==> src/rtl/guard_pkg.sv <==
package guard_pkg;
  localparam int GUARD_MASK_W = 64;

  // Two byte sets collide when they share a byte and at least one is a write.
  function automatic logic bytes_collide(input logic [GUARD_MASK_W-1:0] a_mask,
                                         input logic a_wr,
                                         input logic [GUARD_MASK_W-1:0] b_mask,
                                         input logic b_wr);
    return (|(a_mask & b_mask)) && (a_wr || b_wr);
  endfunction
endpackage

==> src/rtl/guard_table.sv <==
module guard_table
  import guard_pkg::*;
#(
  parameter int ENTRIES = 4,
  parameter int LINE_W  = 26,
  localparam int SLOT_W = (ENTRIES > 1) ? $clog2(ENTRIES) : 1
) (
  input  logic                    clk,
  input  logic                    rst,
  input  logic                    clr,
  input  logic                    wr_en,
  input  logic [SLOT_W-1:0]       wr_slot,
  input  logic [LINE_W-1:0]       wr_line,
  input  logic [GUARD_MASK_W-1:0] wr_mask,
  input  logic                    wr_excl,
  input  logic                    promote,
  input  logic [SLOT_W-1:0]       promote_slot,
  input  logic [LINE_W-1:0]       pq_line,
  input  logic [GUARD_MASK_W-1:0] pq_mask,
  input  logic                    pq_excl,
  output logic                    pq_collide,
  input  logic [LINE_W-1:0]       lq_line,
  input  logic [GUARD_MASK_W-1:0] lq_mask,
  output logic                    lq_covered
);
  logic [ENTRIES-1:0]      ent_v, ent_g, ent_x;
  logic [LINE_W-1:0]       ent_line [ENTRIES];
  logic [GUARD_MASK_W-1:0] ent_mask [ENTRIES];
  logic [ENTRIES-1:0]      coll_vec, cov_vec;

  for (genvar i = 0; i < ENTRIES; i++) begin : g_ent
    assign coll_vec[i] = ent_v[i] && (ent_line[i] == pq_line) &&
                         bytes_collide(ent_mask[i], ent_x[i], pq_mask, pq_excl);
    assign cov_vec[i]  = ent_v[i] && ent_g[i] && ent_x[i] && (ent_line[i] == lq_line) &&
                         ((lq_mask & ~ent_mask[i]) == '0);

    always_ff @(posedge clk) begin
      if (rst || clr) begin
        ent_v[i] <= 1'b0;
        ent_g[i] <= 1'b0;
      end else if (wr_en && wr_slot == SLOT_W'(i)) begin
        ent_v[i] <= 1'b1;
        ent_g[i] <= 1'b0;
      end else if (promote && promote_slot == SLOT_W'(i)) begin
        ent_g[i] <= 1'b1;
      end
    end

    always_ff @(posedge clk) begin
      if (wr_en && wr_slot == SLOT_W'(i)) begin
        ent_line[i] <= wr_line;
        ent_mask[i] <= wr_mask;
        ent_x[i]    <= wr_excl;
      end
    end
  end

  assign pq_collide = |coll_vec;
  assign lq_covered = |cov_vec;
endmodule

==> src/rtl/reply_tally.sv <==
module reply_tally #(
  parameter int PEERS = 3,
  localparam int CNT_W = $clog2(PEERS + 1)
) (
  input  logic clk,
  input  logic rst,
  input  logic clr,
  input  logic start,
  input  logic rep_valid,
  input  logic rep_grant,
  output logic busy,
  output logic fin,
  output logic fin_deny
);
  logic [CNT_W-1:0] cnt;
  logic             denied;

  assign fin      = busy && rep_valid && (cnt == CNT_W'(PEERS - 1));
  assign fin_deny = fin && (denied || !rep_grant);

  always_ff @(posedge clk) begin
    if (rst || clr) begin
      busy   <= 1'b0;
      cnt    <= '0;
      denied <= 1'b0;
    end else if (start) begin
      busy   <= 1'b1;
      cnt    <= '0;
      denied <= 1'b0;
    end else if (busy && rep_valid) begin
      if (fin) begin
        busy <= 1'b0;
      end else begin
        cnt    <= cnt + 1'b1;
        denied <= denied | ~rep_grant;
      end
    end
  end
endmodule

==> src/rtl/guard_responder.sv <==
module guard_responder
  import guard_pkg::*;
#(
  parameter int ID_W    = 4,
  parameter int LINE_W  = 26,
  parameter int SEQ_W   = 8,
  parameter int ENTRIES = 4,
  parameter int PEERS   = 3,
  localparam int SLOT_W = (ENTRIES > 1) ? $clog2(ENTRIES) : 1
) (
  input  logic                    clk,
  input  logic                    rst,
  input  logic                    tx_begin,
  input  logic [SEQ_W-1:0]        tx_stamp,
  input  logic                    tx_end,
  input  logic                    lg_valid,
  input  logic [SLOT_W-1:0]       lg_slot,
  input  logic [LINE_W-1:0]       lg_line,
  input  logic [GUARD_MASK_W-1:0] lg_mask,
  input  logic                    lg_write,
  output logic                    bcast_req,
  input  logic                    rep_valid,
  input  logic                    rep_grant,
  output logic                    guard_ok,
  output logic                    guard_abort,
  output logic                    abort_lost,
  output logic                    txn_active,
  input  logic                    in_valid,
  input  logic [ID_W-1:0]         in_src,
  input  logic [LINE_W-1:0]       in_line,
  input  logic [GUARD_MASK_W-1:0] in_mask,
  input  logic                    in_write,
  input  logic [SEQ_W-1:0]        in_stamp,
  output logic                    rsp_valid,
  output logic [ID_W-1:0]         rsp_dst,
  output logic                    rsp_grant
);
  logic              active;
  logic [SEQ_W-1:0]  my_stamp;
  logic [SLOT_W-1:0] pend_slot;
  logic collide, covered, busy, fin, fin_deny;
  logic we_older, lost, clear, accept, hit, launch;

  assign we_older = my_stamp < in_stamp;
  assign lost     = active && in_valid && collide && !we_older;
  assign clear    = tx_begin || lost || fin_deny || tx_end;
  assign accept   = active && lg_valid && !busy && !clear;
  assign hit      = accept && covered;
  assign launch   = accept && !covered;

  guard_table #(.ENTRIES(ENTRIES), .LINE_W(LINE_W)) u_table (
    .clk(clk), .rst(rst), .clr(clear),
    .wr_en(launch), .wr_slot(lg_slot), .wr_line(lg_line),
    .wr_mask(lg_mask), .wr_excl(lg_write),
    .promote(fin && !fin_deny), .promote_slot(pend_slot),
    .pq_line(in_line), .pq_mask(in_mask), .pq_excl(in_write), .pq_collide(collide),
    .lq_line(lg_line), .lq_mask(lg_mask), .lq_covered(covered)
  );

  reply_tally #(.PEERS(PEERS)) u_tally (
    .clk(clk), .rst(rst), .clr(clear), .start(launch),
    .rep_valid(rep_valid), .rep_grant(rep_grant),
    .busy(busy), .fin(fin), .fin_deny(fin_deny)
  );

  always_ff @(posedge clk) begin
    if (rst) begin
      active      <= 1'b0;
      my_stamp    <= '0;
      pend_slot   <= '0;
      rsp_valid   <= 1'b0;
      rsp_dst     <= '0;
      rsp_grant   <= 1'b0;
      guard_ok    <= 1'b0;
      guard_abort <= 1'b0;
      abort_lost  <= 1'b0;
      bcast_req   <= 1'b0;
    end else begin
      rsp_valid   <= in_valid;
      rsp_dst     <= in_src;
      rsp_grant   <= in_valid && !(active && collide && we_older);
      guard_ok    <= !clear && ((fin && !fin_deny) || hit);
      guard_abort <= !tx_begin && (lost || fin_deny);
      abort_lost  <= !tx_begin && lost;
      bcast_req   <= launch;
      if (launch) pend_slot <= lg_slot;
      if (tx_begin) begin
        active   <= 1'b1;
        my_stamp <= tx_stamp;
      end else if (lost || fin_deny || tx_end) begin
        active <= 1'b0;
      end
    end
  end

  assign txn_active = active;
endmodule

==> config.mk <==
export PLATFORM = sky130hd
export DESIGN_NAME = guard_responder
export DESIGN_NICKNAME = d
export VERILOG_FILES = /design/src/rtl/guard_pkg.sv /design/src/rtl/guard_table.sv /design/src/rtl/reply_tally.sv /design/src/rtl/guard_responder.sv
export SDC_FILE = /design/constraint.sdc
export NUM_CORES = 1
export LEC_CHECK = 0
export BUFFER_PORTS_ARGS = -buffer_cell sky130_fd_sc_hd__buf_2
export CAP_MARGIN = 10
export CORE_MARGIN = 3
export CORE_UTILIZATION = 45
export DETAILED_ROUTE_END_ITERATION = 12
export MAX_ROUTING_LAYER = met4
export PLACE_DENSITY = 0.76
export SLEW_MARGIN = 10
export SYNTH_ARGS = -nofsm -noshare
export SYNTH_HDL_FRONTEND = slang
export SYNTH_HIERARCHICAL = 1
export SYNTH_SLANG_ARGS = --single-unit
==> constraint.sdc <==
create_clock -name clk -period 24.5 [get_ports clk]
set_input_delay 4.9 -clock clk [delete_from_list [all_inputs] [get_ports clk]]
set_output_delay 4.9 -clock clk [all_outputs]
set_load 0.01 [all_outputs]
After elaboration in Yosys (flattened, before gate mapping)
Memory sizes are Yosys's and may differ from the RTL's.
Index checks and enable logic that the tools add are counted.
W data, S select, Z words.
{ "totals": {"ramBits": 360, "latchBits": 0, "n_memories": 2, "out_inout_bits": 11, "input_bits": 212, "mem_bits_ro": 0, "regBits": 37} }
{ "memory_table": {"columns": ["memory", "depth", "word_bits", "rd", "rd_ports_with_merged_regs", "write_ports", "line_no", "source"], "rows": [
  ["u_table.ent_mask", 4, 64, 4, 0, 1, "guard_table.sv:28", "logic [GUARD_MASK_W-1:0] ent_mask [ENTRIES];"],
  ["u_table.ent_line", 4, 26, 4, 0, 1, "guard_table.sv:27", "logic [LINE_W-1:0] ent_line [ENTRIES];"]
]} }
{ "op_classes": {"shifts": 0, "muxes": 31, "n_bitwise": 15, "div_mod_pow": 0, "n_eq_ne": 15, "add_sub_neg": 1, "multipliers": 0, "order_cmp": 1, "n_reduce_logical": 102} }
{ "ops": {"columns": ["op", "n"], "rows": [
  ["$and A64 B64 Y64", 8],
  ["$reduce_or A64 Y1", 7],
  ["$logic_not A64 Y1", 4],
  ["$not A64 Y64", 4],
  ["$eq A26 B26 Y1", 8],
  ["$mux W64", 3],
  ["$mux W26", 3],
  ["$reduce_or A26 Y1", 3],
  ["$logic_and A1 B1 Y1", 54],
  ["$mux W1", 19],
  ["$logic_or A1 B1 Y1", 12],
  ["$mux W2", 6],
  ["$eq A2 B2 Y1 const B", 5],
  ["$reduce_or A2 Y1", 5],
  ["$logic_not A1 Y1", 8],
  ["$lt A8 B8 Y1", 1],
  ["$reduce_or A4 Y1", 2],
  ["$reduce_bool A2 Y1", 3],
  ["$eq A2 B1 Y1 const B", 2],
  ["$logic_not A2 Y1", 2],
  ["$reduce_and A2 Y1", 2],
  ["$add A2 B1 Y2 const B", 1],
  ["$not A1 Y1", 2],
  ["$or A1 B1 Y1", 1]
]} }

Logic depth before layout (Yosys ltp)
Gate-level depths: netlist (run 1).
{ "depth": {"word_depth": 20, "ltp_mapped": 13} }

Cells and area by module
Netlist (run 1), hierarchy kept.
{ "modules_own_cells": {"columns": ["mod", "cells_per_inst", "n_inst", "area_per_inst_um2", "seq_area_each_um2"], "rows": [
  ["guard_table", 1136, 1, 16445.8, 11090.6],
  ["guard_responder", 99, 1, 974.7, 420.4],
  ["reply_tally", 21, 1, 212.7, 80.1]
]} }

Worst setup path after synthesis (run 1)
Ideal clock, no wire load.
{ "synth_timing": {"path_kind": "input to register", "from": "in lg_line[24]", "to": "mem u_table.ent_line[0][0] (enable)", "setup_time_ns": 0.678, "arrival_ns": 13.257, "setup_slack_ns": 10.565, "required_time_ns": 23.822, "path_stages": 11, "n_path_buf": 1, "path_cell_list": "clkbuf_2 xnor2_1 nand4_1 nor4_1 nand4_1 nor4_1 or4_1 nor3_1 nand2_1 a21oi_4 nor3b_1"} }
{ "synth_between": {"elab_chain_cells": 13} }
{ "synth_rtl": {"columns": ["item", "line_no", "source"], "rows": [
  ["from (decl)", "guard_responder.sv:18", "input logic [LINE_W-1:0] lg_line,"],
  ["$eq A26 B26 Y1", "guard_table.sv:34", "assign cov_vec[i] = ent_v[i] && ent_g[i] && ent_x[i] && (ent_line[i] == lq_line) &&"],
  ["$logic_and A1 B1 Y1 (2 in a row)", "guard_table.sv:34", null],
  ["$reduce_or A4 Y1 (*)", "guard_table.sv:59", "assign lq_covered = |cov_vec;"],
  ["named net covered", "guard_responder.sv:41", "logic collide, covered, busy, fin, fin_deny;"],
  ["$logic_not A1 Y1 (*)", "guard_responder.sv:49", "assign launch = accept && !covered;"],
  ["$logic_and A1 B1 Y1 (*)", "guard_responder.sv:49", null],
  ["named net launch", "guard_responder.sv:42", "logic we_older, lost, clear, accept, hit, launch;"],
  ["$logic_and A1 B1 Y1", "guard_table.sv:50", "if (wr_en && wr_slot == SLOT_W'(i)) begin"],
  ["$mux W1", "guard_table.sv:50", null],
  ["$mux W1 (not written as such)", "guard_table.sv:51", "ent_line[i] <= wr_line;"],
  ["$reduce_or A26 Y1 (no line)", null, null],
  ["$mux W2 (no line) or $mux W1 (tied branches) (3 in a row)", null, null],
  ["to (decl)", "guard_table.sv:27", null]
]} }
Mark *: on every way through the listed nets, which the timed path passes. The rest lies on a longest branch.

Worst setup path after layout (run 1)
{ "layout_timing": {"from": "in in_mask[55]", "to": "mem u_table.ent_mask[0][35] (enable)"} }
{ "layout_between": {"elab_chain_cells": 20} }
{ "layout_rtl": {"columns": ["item", "line_no", "source"], "rows": [
  ["from (decl)", "guard_responder.sv:31", "input logic [GUARD_MASK_W-1:0] in_mask,"],
  ["$and A64 B64 Y64", "guard_pkg.sv:9", "return (|(a_mask & b_mask)) && (a_wr || b_wr);"],
  ["$reduce_or A64 Y1", "guard_pkg.sv:9", null],
  ["$logic_and A1 B1 Y1", "guard_pkg.sv:9", null],
  ["$logic_and A1 B1 Y1", "guard_table.sv:32", "assign coll_vec[i] = ent_v[i] && (ent_line[i] == pq_line) &&"],
  ["$reduce_or A4 Y1 (*)", "guard_table.sv:58", "assign pq_collide = |coll_vec;"],
  ["named net collide", "guard_responder.sv:41", null],
  ["$logic_and A1 B1 Y1 (*) (2 in a row)", "guard_responder.sv:45", "assign lost = active && in_valid && collide && !we_older;"],
  ["$logic_or A1 B1 Y1 (*) (3 in a row)", "guard_responder.sv:46", "assign clear = tx_begin || lost || fin_deny || tx_end;"],
  ["$logic_not A1 Y1 (*)", "guard_responder.sv:47", "assign accept = active && lg_valid && !busy && !clear;"],
  ["$logic_and A1 B1 Y1 (*)", "guard_responder.sv:47", null],
  ["$logic_and A1 B1 Y1 (*)", "guard_responder.sv:49", null],
  ["named net launch", "guard_responder.sv:42", null],
  ["$logic_and A1 B1 Y1", "guard_table.sv:50", null],
  ["$mux W1", "guard_table.sv:50", null],
  ["$mux W1 (not written as such)", "guard_table.sv:52", "ent_mask[i] <= wr_mask;"],
  ["$reduce_or A64 Y1 (no line)", null, null],
  ["$mux W2 (no line) or $mux W1 (tied branches) (3 in a row)", null, null],
  ["to (decl)", "guard_table.sv:28", null]
]} }
Marked as above.

==> impl_summary.log, run 1 <==
[metrics] final count of negative-setup-slack endpoints: 0
[metrics] class of the tightest hold or removal check: flip-flop to flip-flop
[metrics] number of flops mapped to enable cells by yosys: 364
[metrics] Power Dens Cells: 71.66 nW/um2
[metrics] Crit. End Element: flip-flop
[metrics] DP Wirelength: about 63,000 um
[metrics] gate count of the mapped netlist: ~1,300
[metrics] starting density of the core: a little under half
[metrics] Data required, critical path: 24.70 ns
[metrics] hold slack final: a little under 0.5 ns
[metrics] proportion of total power due to net switching: about a quarter
[metrics] fraction of final layout cells sized beyond drive strength 1: around 20%
[metrics] Achievable Freq: around 0.11 GHz
[metrics] GPL Wtd Cong: 1.084
[metrics] Fin. Hold Viols: 0
[metrics] headroom to the max-slew limit: between 20% and 30%
[metrics] Clock transition at path regs: 0.06 ns
[metrics] average detailed-routed wire length per instance: 38.73 um
[metrics] portion of the clock cycle consumed by the worst path in the final layout: between 30% and 40%
[metrics] static leakage: just over 7 nW
[metrics] CTS tree: yes
[metrics] flop and latch count out of synthesis: 397
[metrics] Hold EP: u_tally/denied$_SDFFE_PP0P_
[metrics] floorplan die area: just over 40,000 um2
[metrics] number of placement rows: approximately 70
[metrics] Area Overhead vs Synth: 16.77%
[metrics] Sum Neg Setup Slack: 0 ns
[metrics] antenna violations before repair: 6
[metrics] count of buffer and inverter cells on the critical path: 4
[metrics] sum of internal, switching and leakage power: 0.001475 W
[metrics] Critical Path Max Stage Delay: ~0.84 ns
[metrics] number of nets with antenna violations after routing: 0
[metrics] area of the core region: around 38,000 um2
[metrics] number of global-route vias before repair: roughly 13,000
[metrics] register-to-register setup slack: ~20 ns
[metrics] wire length of the first global-routing pass: 106,500 um
[metrics] maximum number of pins on one net before global-route repair: 71
[metrics] power spent charging and discharging nets: 0.0003561 W
[metrics] internal power: 0.001119 W
[metrics] GRT Residual Overflow: 0
[metrics] clock share of power: approximately two fifths
[metrics] DRC viols: 0
[metrics] Primary FF master, synth: sky130_fd_sc_hd__edfxtp_1
[metrics] cell family with the largest share of critical-path delay: buffers and inverters
[metrics] Mapped Nets: 1,476
[metrics] kind of critical path: primary input to flip-flop
[metrics] post-cts hold buffer count: 0
[metrics] iteration count of the initial detailed-routing pass: 6
[metrics] most common cell type on the critical path: sky130_fd_sc_hd__buf_4
[metrics] series of cell instances along the critical path: buf_2 > a22o_1 > a221oi_1 > nand4_1 > nor4_1 > o32a_1 > o221ai_2 > nand3_1 > inv_1 > a21oi_4 > nor3b_2 > buf_4 > buf_4
[metrics] destination of the worst register-to-register timing path: u_table/ent_mask[0][35]$_DFFE_PP_
[metrics] post-layout instance area: 20,590 um2
[metrics] Arr. time, crit path: just over 9 ns
[metrics] boundary pin count: 223
[metrics] die extent in x: 204.0 um
[metrics] maximum net fanout on the critical path: between 60 and 70
[metrics] average vias per placed instance: approximately 6.6
[metrics] synthesized area per cell: ~14 um2
[metrics] final critical delay including setup and external delays: about 9 ns
[metrics] total global routing track utilization: between 30 and 40%
[metrics] largest buffer count on any clock path: 3
[metrics] Setup crit start kind: primary input
[metrics] sequential power share: 50.6%
[metrics] number of buffers added for setup after CTS: 0
[metrics] part of the power in combinational logic: under 10%
[metrics] leading cell type in the layout, fill and taps excluded: sky130_fd_sc_hd__edfxtp_1
[metrics] Max Transition Viols Final: 0
[metrics] status: finished, final reports clean
[metrics] final net count: about 1,700
[metrics] most frequent cells in the layout: 364 x sky130_fd_sc_hd__edfxtp_1, 222 x sky130_fd_sc_hd__buf_2, 151 x sky130_fd_sc_hd__xnor2_1
[metrics] share of the yosys chip area belonging to registers: approximately two thirds
[metrics] count of distinct cell types in the synthesized netlist: 51
[metrics] number of I/O port buffers: ~220
[metrics] worst slack at placement: around 15 ns
[metrics] depth of the worst register-to-register path: 12
[metrics] placed cell area: around 19,000 um2
[metrics] Routed WL: between 70,000 and 80,000 um
[metrics] number of resized instances in the post-cts repair step: 0
[metrics] yosys synthesis warning count: 6
[metrics] sinks on the clock net: just under 400
[metrics] clock root buffer: sky130_fd_sc_hd__clkbuf_16
[metrics] start of the worst register-to-register path: u_table/ent_mask[1][55]$_DFFE_PP_
[metrics] Async S/R FF share, synth: 0%
[metrics] CP max-delay cell: sky130_fd_sc_hd__buf_4
[metrics] highest ir drop seen on vdd: ~0.000050 V
[metrics] Worst Min Path Start: u_tally/denied$_SDFFE_PP0P_
[metrics] worst-case setup margin in the final layout: 15.62 ns
[metrics] post-synthesis cell area: approximately 18,000 um2
[metrics] htree depth: 2
[metrics] Fin Clk Skew: 0.02558 ns
[metrics] DR iter-0 viols: approximately 1,800
[metrics] Die Ht: between 200 and 250 um
[metrics] Worst Tran Pin Value: approximately 1.2 ns
[metrics] reported max-cap violation count: 0
[metrics] depth of the worst hold-timing path: 1
[metrics] # fillers: 3,184
[metrics] number of buffers added by the clock tree synthesis step: 41
[metrics] RSZ-0062 raised after global routing: no
[metrics] Vias: 13,537
[metrics] later-pin clock latency in the skew report: 0.59 ns
[through the flow]
step,util [%],std cells
3_3_place_gp,50.61,1963
5_1_grt,54.03,2045
4_1_cts,53.99,2039
3_5_place_dp,50.61,1963
6_report,54.03,2045
2_1_floorplan,-,1256
[power by group through the flow]
stage / Sequential [W] / Combinational, W / Clock [W]
2_1_floorplan: 0.000760 / 0.0000488 / 0
3_3_place_gp: 0.000761 / 0.000118 / 0
3_5_place_dp: 0.000761 / 0.000118 / 0
4_1_cts: 0.000747 / 0.000118 / 0.000613
5_1_grt: 0.000746 / 0.000125 / 0.000641
6_report: 0.000747 / 0.000122 / 0.000607
[cell usage after synthesis, types with 13 or more instances]
cell | n | area share, %
sky130_fd_sc_hd__nand4_1 | 72 | 2.6
sky130_fd_sc_hd__a22o_1 | 64 | 3.2
sky130_fd_sc_hd__nor2_1 | 58 | 1.2
sky130_fd_sc_hd__dfxtp_1 | 33 | 3.7
sky130_fd_sc_hd__xnor2_1 | 151 | 7.5
sky130_fd_sc_hd__inv_1 | 78 | 1.7
sky130_fd_sc_hd__clkbuf_2 | 13 | 0.37
sky130_fd_sc_hd__buf_2 | 14 | 0.40
sky130_fd_sc_hd__edfxtp_1 | 364 | 62
sky130_fd_sc_hd__o22ai_1 | 108 | 3.8
sky130_fd_sc_hd__xor2_1 | 57 | 2.8
sky130_fd_sc_hd__nor4_1 | 42 | 1.5
sky130_fd_sc_hd__a221oi_1 | 61 | 3.0
sky130_fd_sc_hd__nand2b_1 | 29 | 1.0
[worst max-delay path by stage]
stage / from / endpoint / depth (start not counted)
after CTS: in_mask[55] / u_table/ent_mask[0][34]$_DFFE_PP_ / 13
after floorplan: lg_line[24] / u_table/ent_line[0][0]$_DFFE_PP_ / 11
after global routing: in_mask[17] / u_table/ent_mask[1][22]$_DFFE_PP_ / 14
final: in_mask[55] / u_table/ent_mask[0][35]$_DFFE_PP_ / 13
after global placement: in_mask[28] / u_table/ent_mask[0][51]$_DFFE_PP_ / 12
after detailed placement: in_mask[55] / u_table/ent_mask[0][34]$_DFFE_PP_ / 13
[metal layers]
metal	wire length (um)	up-vias	share of wire (%)	track usage [%]
li1	-	5480	-	-
met1	29140	6716	37	47.05
met2	37160	1071	47	61.40
met3	7343	270	9.3	7.310
met4	5549	0	7.0	20.77
met5	0	-	0	-
[flip-flops by register name (all words and copies together), names as in the netlist]
register and cells:
rsp_grant 1, guard_abort 1, u_tally/denied 1, u_table/ent_x 4, u_tally/busy 1, txn_active 1, rsp_dst 4, u_table/ent_line 104
u_tally/cnt 2, abort_lost 1, u_table/ent_v 4, pend_slot 2, guard_ok 1, bcast_req 1, u_table/ent_g 4, rsp_valid 1
u_table/ent_mask 256, my_stamp 8
[logic make-up after synthesis]
logic type | after synthesis | share of synthesized area [%]
mux | 11 | 0.6315
simple gates | 241 | 7.741
fa+ha+maj | 8 | 0.5677
buf+inv | 110 | 2.576
flops | 397 | 65.73
xor+xnor | 208 | 10.33
compound gates | 281 | 12.42
[layout make-up]
cell class	instances	area [um2]	share of cell area, %
flip-flops and latches	397	11590	56.29
multi-input cells	749	5609	27.24
repair buffers	228	1156	5.615
clock buffers	54	1126	5.469
well taps	511	639.4	3.105
inverters	78	292.8	1.422
clock inverters	22	161.4	0.7839
diodes	6	15.01	0.07292
Note: power is estimated with default switching activity, not from simulation.
==> run 2, diff against run 1 <==
clock period = 9.1 ns   (was 24.5 ns; I/O delays follow)
==> run 2 against run 1 <==
Against the previous run:
- non-clock buffer count unchanged
- clock power increased to 2.9 times the previous value
- critical endpoint is now u_table/ent_mask[2][6]$_DFFE_PP_
- wire length increased by 1.4%
- critical path depth decreased by 1
- clock skew decreased by 0.011 ns
- highest routed layer unchanged
==> impl_summary.log, run 2 (synthesis gave the netlist of run 1 again) <==
[metrics] GPL Wtd Cong: between 1 and 1.5
[metrics] worst-case setup margin in the final layout: between 3 and 4 ns
[metrics] # fillers: 3,210
[metrics] worst slack at placement: 2.593 ns
[metrics] die extent in x: around 200 um
[metrics] number of global-route vias before repair: roughly 14,000
[metrics] clock root buffer: sky130_fd_sc_hd__clkbuf_16
[metrics] Sum Neg Setup Slack: 0 ns
[metrics] antenna violations before repair: 6
[metrics] wire length of the first global-routing pass: roughly 110,000 um
[metrics] WP depth: 12
[metrics] Area Overhead vs Synth: 17.44%
[metrics] leading cell type in the layout, fill and taps excluded: sky130_fd_sc_hd__edfxtp_1
[metrics] register with the most flip-flops: u_table/ent_mask
[metrics] Critical Path Max Stage Delay: just under 1 ns
[metrics] DR iter-0 viols: ~1,800
[metrics] Sequential Area: approximately 12,000 um2
[metrics] portion of the clock cycle consumed by the worst path in the final layout: between 60% and 70%
[metrics] RSZ-0062 raised after global routing: no
[metrics] total global routing track utilization: 39.43%
[metrics] depth of the worst register-to-register path: 11
[metrics] Power Dens Cells: slightly below 200 nW/um2
[metrics] highest ir drop seen on vdd: around 0.00023 V
[metrics] iteration count of the initial detailed-routing pass: 6
[metrics] cell family with the largest share of critical-path delay: simple AND/OR/NAND/NOR gates
[metrics] largest buffer count on any clock path: 3
[metrics] Data required, critical path: 9.30 ns
[metrics] number of resized instances in the post-cts repair step: 0
[metrics] Clock transition at path regs: 0.06 ns
[metrics] final net count: around 1,700
[metrics] count of buffer and inverter cells on the critical path: 3
[metrics] CP max-delay cell: sky130_fd_sc_hd__and3b_4
[metrics] GRT Residual Overflow: 0
[metrics] sinks on the clock net: 397
[metrics] kind of critical path: primary input to flip-flop
[metrics] final critical delay including setup and external delays: 6.063 ns
[metrics] Vias: ~14,000
[metrics] flip-flop count of the largest register after layout: 256
[metrics] most frequent cells in the layout: 364 x sky130_fd_sc_hd__edfxtp_1, 222 x sky130_fd_sc_hd__buf_2, 151 x sky130_fd_sc_hd__xnor2_1
[metrics] status: finished, final reports clean
[metrics] DP Wirelength: 64,360 um
[metrics] maximum net fanout on the critical path: 58
[metrics] Crit. End Element: flip-flop
[metrics] hold slack final: approximately 0.48 ns
[metrics] number of placement rows: 71
[metrics] number of buffers added for setup after CTS: 0
[metrics] area of the core region: around 38,000 um2
[metrics] Max Transition Viols Final: 0
[metrics] Setup crit start kind: primary input
[metrics] starting density of the core: about 46%
[metrics] share of the core filled with cells: 54.34%
[metrics] later-pin clock latency in the skew report: 0.57 ns
[metrics] boundary pin count: ~220
[metrics] depth of the worst hold-timing path: 1
[metrics] Fin. Hold Viols: 0
[metrics] number of I/O port buffers: roughly 220
[metrics] number of nets with antenna violations after routing: 0
[metrics] area of the multi-input gates: roughly 5600 um2
[metrics] average detailed-routed wire length per instance: slightly below 40 um
[metrics] fraction of final layout cells sized beyond drive strength 1: between 20% and 30%
[metrics] post-layout instance area: a little over 20,000 um2
[metrics] Arr. time, crit path: approximately 6.3 ns
[metrics] Achievable Freq: 0.1649 GHz
[metrics] htree depth: 2
[metrics] post-cts hold buffer count: 0
[metrics] Routed WL: between 80,000 and 90,000 um
[metrics] static leakage: 7.116 nW
[metrics] maximum number of pins on one net before global-route repair: between 60 and 70
[metrics] Die Ht: between 200 and 250 um
[metrics] class of the tightest hold or removal check: flip-flop to flip-flop
[metrics] reported max-cap violation count: 0
[metrics] final count of negative-setup-slack endpoints: 0
[metrics] series of cell instances along the critical path: buf_2 > a22o_1 > a221oi_1 > nand4_1 > nor4_1 > o32a_1 > o221ai_2 > nand3_1 > inv_1 > a21oi_4 > and3b_4 > buf_4
[metrics] DRC viols: 0
[metrics] average vias per placed instance: 6.666
[metrics] floorplan die area: about 42,000 um2
[metrics] Worst Tran Pin Value: between 1 and 1.5 ns
[metrics] placed cell area: between 15,000 and 20,000 um2
[metrics] CTS tree: yes
[metrics] number of buffers added by the clock tree synthesis step: 43
[metrics] headroom to the max-slew limit: approximately a quarter
[metrics] biggest regs: u_table/ent_mask x256, u_table/ent_line x104, my_stamp x8
[metrics] Fin Clk Skew: between 0.01 and 0.015 ns
run 2: through the flow:
stage / power (W) / cells
2_1_floorplan: 0.002179 / 1256
3_3_place_gp: 0.002371 / 1963
3_5_place_dp: 0.002369 / 1963
4_1_cts: 0.004120 / 2041
5_1_grt: 0.004210 / 2047
6_report: 0.004110 / 2047
run 2: path summary, 6_finish.rpt:
path / start / slack (ns) / end
max: in_mask[33] / 3.04 / u_table/ent_mask[2][6]$_DFFE_PP_
min: u_tally/denied$_SDFFE_PP0P_ / 0.48 / u_tally/denied$_SDFFE_PP0P_
max reg2reg: u_table/ent_mask[0][33]$_DFFE_PP_ / 3.93 / u_table/ent_mask[2][6]$_DFFE_PP_
min reg2reg: u_tally/denied$_SDFFE_PP0P_ / 0.48 / u_tally/denied$_SDFFE_PP0P_
run 2: final cells by class:
type / count / share of cell area (%)
tap: 511 / 3.087
clock inverter: 22 / 1.275
antenna: 6 / 0.07250
clock buffer: 56 / 5.480
timing repair buffer: 228 / 5.583
inverter: 78 / 1.414
multi-input combinational: 749 / 27.12
sequential: 397 / 55.97
run 2: worst register-to-register path, cell delays in order, from the launching register on:
cell,delay [ns]
sky130_fd_sc_hd__edfxtp_1,0.50
sky130_fd_sc_hd__a22o_1,0.25
sky130_fd_sc_hd__a221oi_1,0.53
sky130_fd_sc_hd__nand4_1,0.32
sky130_fd_sc_hd__nor4_1,0.51
sky130_fd_sc_hd__o32a_1,0.26
sky130_fd_sc_hd__o221ai_2,0.17
sky130_fd_sc_hd__nand3_1,0.22
sky130_fd_sc_hd__inv_1,0.11
sky130_fd_sc_hd__a21oi_4,0.30
sky130_fd_sc_hd__and3b_4,0.97
sky130_fd_sc_hd__buf_4,0.66
run 2: where the power goes:
| group | internal [W] | switching [W] | total [W] |
|---|---|---|---|
| Sequential | 0.00200 | 0.00000937 | 0.00201 |
| Combinational | 0.000106 | 0.000225 | 0.000330 |
| Clock | 0.00103 | 0.000739 | 0.00177 |
| Total | 0.00314 | 0.000973 | 0.00411 |
run 2: layer usage:
layer	part of all wire, %	vias up	track usage, %
met2	47	1059	62.33
li1	-	5482	-
met5	0	-	-
met4	7.8	0	24.35
met1	35	6850	46.44
met3	9.8	254	8.329
==> run 3, diff against run 2 <==
clock period = 6.2 ns   (was 9.1 ns; I/O delays follow)
==> run 3 against run 2 <==
Against the previous run:
- via count unchanged
- combinational power increased by 47%
- sequential power increased by 47%
- wire length decreased by 1.3%
- largest cell class unchanged
==> impl_summary.log, run 3 (synthesis gave the netlist of run 1 again) <==
[metrics] layer with the highest usage: met2
[metrics] Fin Clk Skew: approximately 0.028 ns
[metrics] clock root buffer: sky130_fd_sc_hd__clkbuf_16
[metrics] class of the tightest hold or removal check: flip-flop to flip-flop
[metrics] GRT Residual Overflow: 0
[metrics] internal power: between 0.004 and 0.005 W
[metrics] Setup crit start kind: primary input
[metrics] largest buffer count on any clock path: 3
[metrics] number of nets with antenna violations after routing: 0
[metrics] static leakage: around 7 nW
[metrics] endpoint of the most critical setup path: u_table/ent_line[2][3]$_DFFE_PP_
[metrics] reported max-cap violation count: 0
[metrics] average detailed-routed wire length per instance: approximately 39 um
[metrics] series of cell instances along the critical path: buf_2 > a22o_1 > a221oi_1 > nand4_1 > nor4_1 > o221ai_2 > nand3_1 > inv_1 > a21oi_4 > and3b_4 > buf_4
[metrics] kind of critical path: primary input to flip-flop
[metrics] Worst Tran Pin Value: between 0.7 and 0.8 ns
[metrics] Fin. Hold Viols: 0
[metrics] Vias: around 14,000
[metrics] final critical delay including setup and external delays: ~4.7 ns
[metrics] starting density of the core: a little under half
[metrics] die extent in x: 204.0 um
[metrics] number of buffers added for setup after CTS: 0
[metrics] status: finished, final reports clean
[metrics] number of buffers added by the clock tree synthesis step: 43
[metrics] DRC viols: 0
[metrics] later-pin clock latency in the skew report: approximately 0.59 ns
[metrics] final net count: 1,720
[metrics] sinks on the clock net: ~400
[metrics] portion of the clock cycle consumed by the worst path in the final layout: around three quarters
[metrics] boundary pin count: between 200 and 250
[metrics] leading cell type in the layout, fill and taps excluded: sky130_fd_sc_hd__edfxtp_1
[metrics] GPL Wtd Cong: ~1.1
[metrics] Power Dens Cells: around 280 nW/um2
[metrics] maximum number of pins on one net before global-route repair: 94
[metrics] highest ir drop seen on vdd: between 0.0002 and 0.0003 V
[metrics] Achievable Freq: 0.2131 GHz
[metrics] Die Ht: slightly above 200 um
[metrics] area of the core region: between 30,000 and 40,000 um2
[metrics] number of global-route vias before repair: 13,410
[metrics] register with the most flip-flops: u_table/ent_mask
[metrics] CP max-delay cell: sky130_fd_sc_hd__and3b_4
[metrics] biggest regs: u_table/ent_mask x256, u_table/ent_line x104, my_stamp x8
[metrics] final count of negative-setup-slack endpoints: 0
[metrics] WP depth: 11
[metrics] met1 capacity usage during global routing: between 40% and 50%
[metrics] count of buffer and inverter cells on the critical path: 3
[metrics] M3 GR Usage: under 10%
[metrics] average vias per placed instance: 6.672
[metrics] floorplan die area: roughly 42,000 um2
[metrics] clock share of power: between 40% and 50%
[metrics] GR met2 Demand/Resource: 61.06%
[metrics] CTS tree: yes
[metrics] proportion of total power due to net switching: 24.14%
[metrics] start point of the critical path: in_mask[60]
[metrics] Worst Min Path Start: u_tally/denied$_SDFFE_PP0P_
[metrics] number of placement rows: between 70 and 80
[metrics] antenna violations before repair: 3
[metrics] DP Wirelength: approximately 63,000 um
[metrics] power spent charging and discharging nets: ~0.0014 W
[metrics] Critical Path Max Stage Delay: 0.70 ns
[metrics] Arr. time, crit path: a little under 5 ns
[metrics] RSZ-0062 raised after global routing: no
[metrics] register-to-register setup slack: between 1.5 and 2 ns
[metrics] number of I/O port buffers: 222
[metrics] flip-flop count of the largest register after layout: roughly 260
[metrics] Crit. End Element: flip-flop
[metrics] maximum net fanout on the critical path: 30
[metrics] Routed WL: about 79,000 um
[metrics] Max Transition Viols Final: 0
[metrics] depth of the worst register-to-register path: 10
[metrics] Clock transition at path regs: ~0.060 ns
[metrics] headroom to the max-slew limit: a little under half
[metrics] sequential power share: 50.2%
[metrics] most frequent cells in the layout: 364 x sky130_fd_sc_hd__edfxtp_1, 222 x sky130_fd_sc_hd__buf_2, 151 x sky130_fd_sc_hd__xnor2_1
[metrics] Area Overhead vs Synth: 17.41%
[metrics] post-cts hold buffer count: 0
[metrics] number of resized instances in the post-cts repair step: 0
[metrics] start of the worst register-to-register path: u_table/ent_mask[3][5]$_DFFE_PP_
[metrics] Sum Neg Setup Slack: 0 ns
[metrics] htree depth: 2
[metrics] Data required, critical path: 6.48 ns
[metrics] DR iter-0 viols: ~2,000
[metrics] part of the power in combinational logic: roughly 8.3%
[metrics] wire length of the first global-routing pass: 106,200 um
[metrics] iteration count of the initial detailed-routing pass: 6
[metrics] cell family with the largest share of critical-path delay: simple AND/OR/NAND/NOR gates
[metrics] destination of the worst register-to-register timing path: u_table/ent_line[2][3]$_DFFE_PP_
[metrics] hold slack final: about 0.47 ns
[metrics] total global routing track utilization: approximately 39%
[metrics] fraction of final layout cells sized beyond drive strength 1: 20.33%
## run 3: worst min path at each step
stage | end | slack [ns] | depth (start not counted)
after CTS | u_tally/denied$_SDFFE_PP0P_ | 0.47 | 1
after global placement | u_tally/denied$_SDFFE_PP0P_ | 0.45 | 1
after detailed placement | u_tally/denied$_SDFFE_PP0P_ | 0.46 | 1
final | u_tally/denied$_SDFFE_PP0P_ | 0.47 | 1
after floorplan | u_tally/denied$_SDFFE_PP0P_ | 0.44 | 1
after global routing | u_tally/denied$_SDFFE_PP0P_ | 0.51 | 1
## run 3: metrics by stage
stage	cell area, um2	utilization (%)	total power, W	worst slack, ns	std cells
3_5_place_dp	19380	50.85	0.003475	1.054	1966
2_1_floorplan	17650	-	0.003197	0.4388	1256
5_1_grt	20700	54.32	0.006044	1.506	2044
3_3_place_gp	19380	50.85	0.003475	1.112	1966
4_1_cts	20690	54.30	0.005894	1.659	2041
6_report	20700	54.33	0.005885	1.507	2045
## run 3: area by class of cell
type	instances	area [um2]
diodes	4	10.01
clock buffers	57	1169
clock inverters	18	145.1
fillers	3144	17410
inverters	78	292.8
multi-input cells	749	5615
flip-flops and latches	397	11590
well taps	511	639.4
repair buffers	231	1241
## run 3: power by group through the flow
stage	Sequential (W)	Combinational, W	Clock [W]
after floorplan	0.00300	0.000193	0
after global placement	0.00301	0.000468	0
after detailed placement	0.00301	0.000468	0
after CTS	0.00295	0.000469	0.00247
after global routing	0.00295	0.000498	0.00260
final	0.00295	0.000486	0.00245
## run 3: metal layers
| metal | vias to the layer above | part of all wire, % | wire length [um] |
|---|---|---|---|
| met5 | - | 0 | 0 |
| li1 | 5473 | - | - |
| met3 | 268 | 10 | 8057 |
| met2 | 1058 | 47 | 37060 |
| met1 | 6846 | 37 | 29170 |
| met4 | 0 | 6.3 | 5025 |
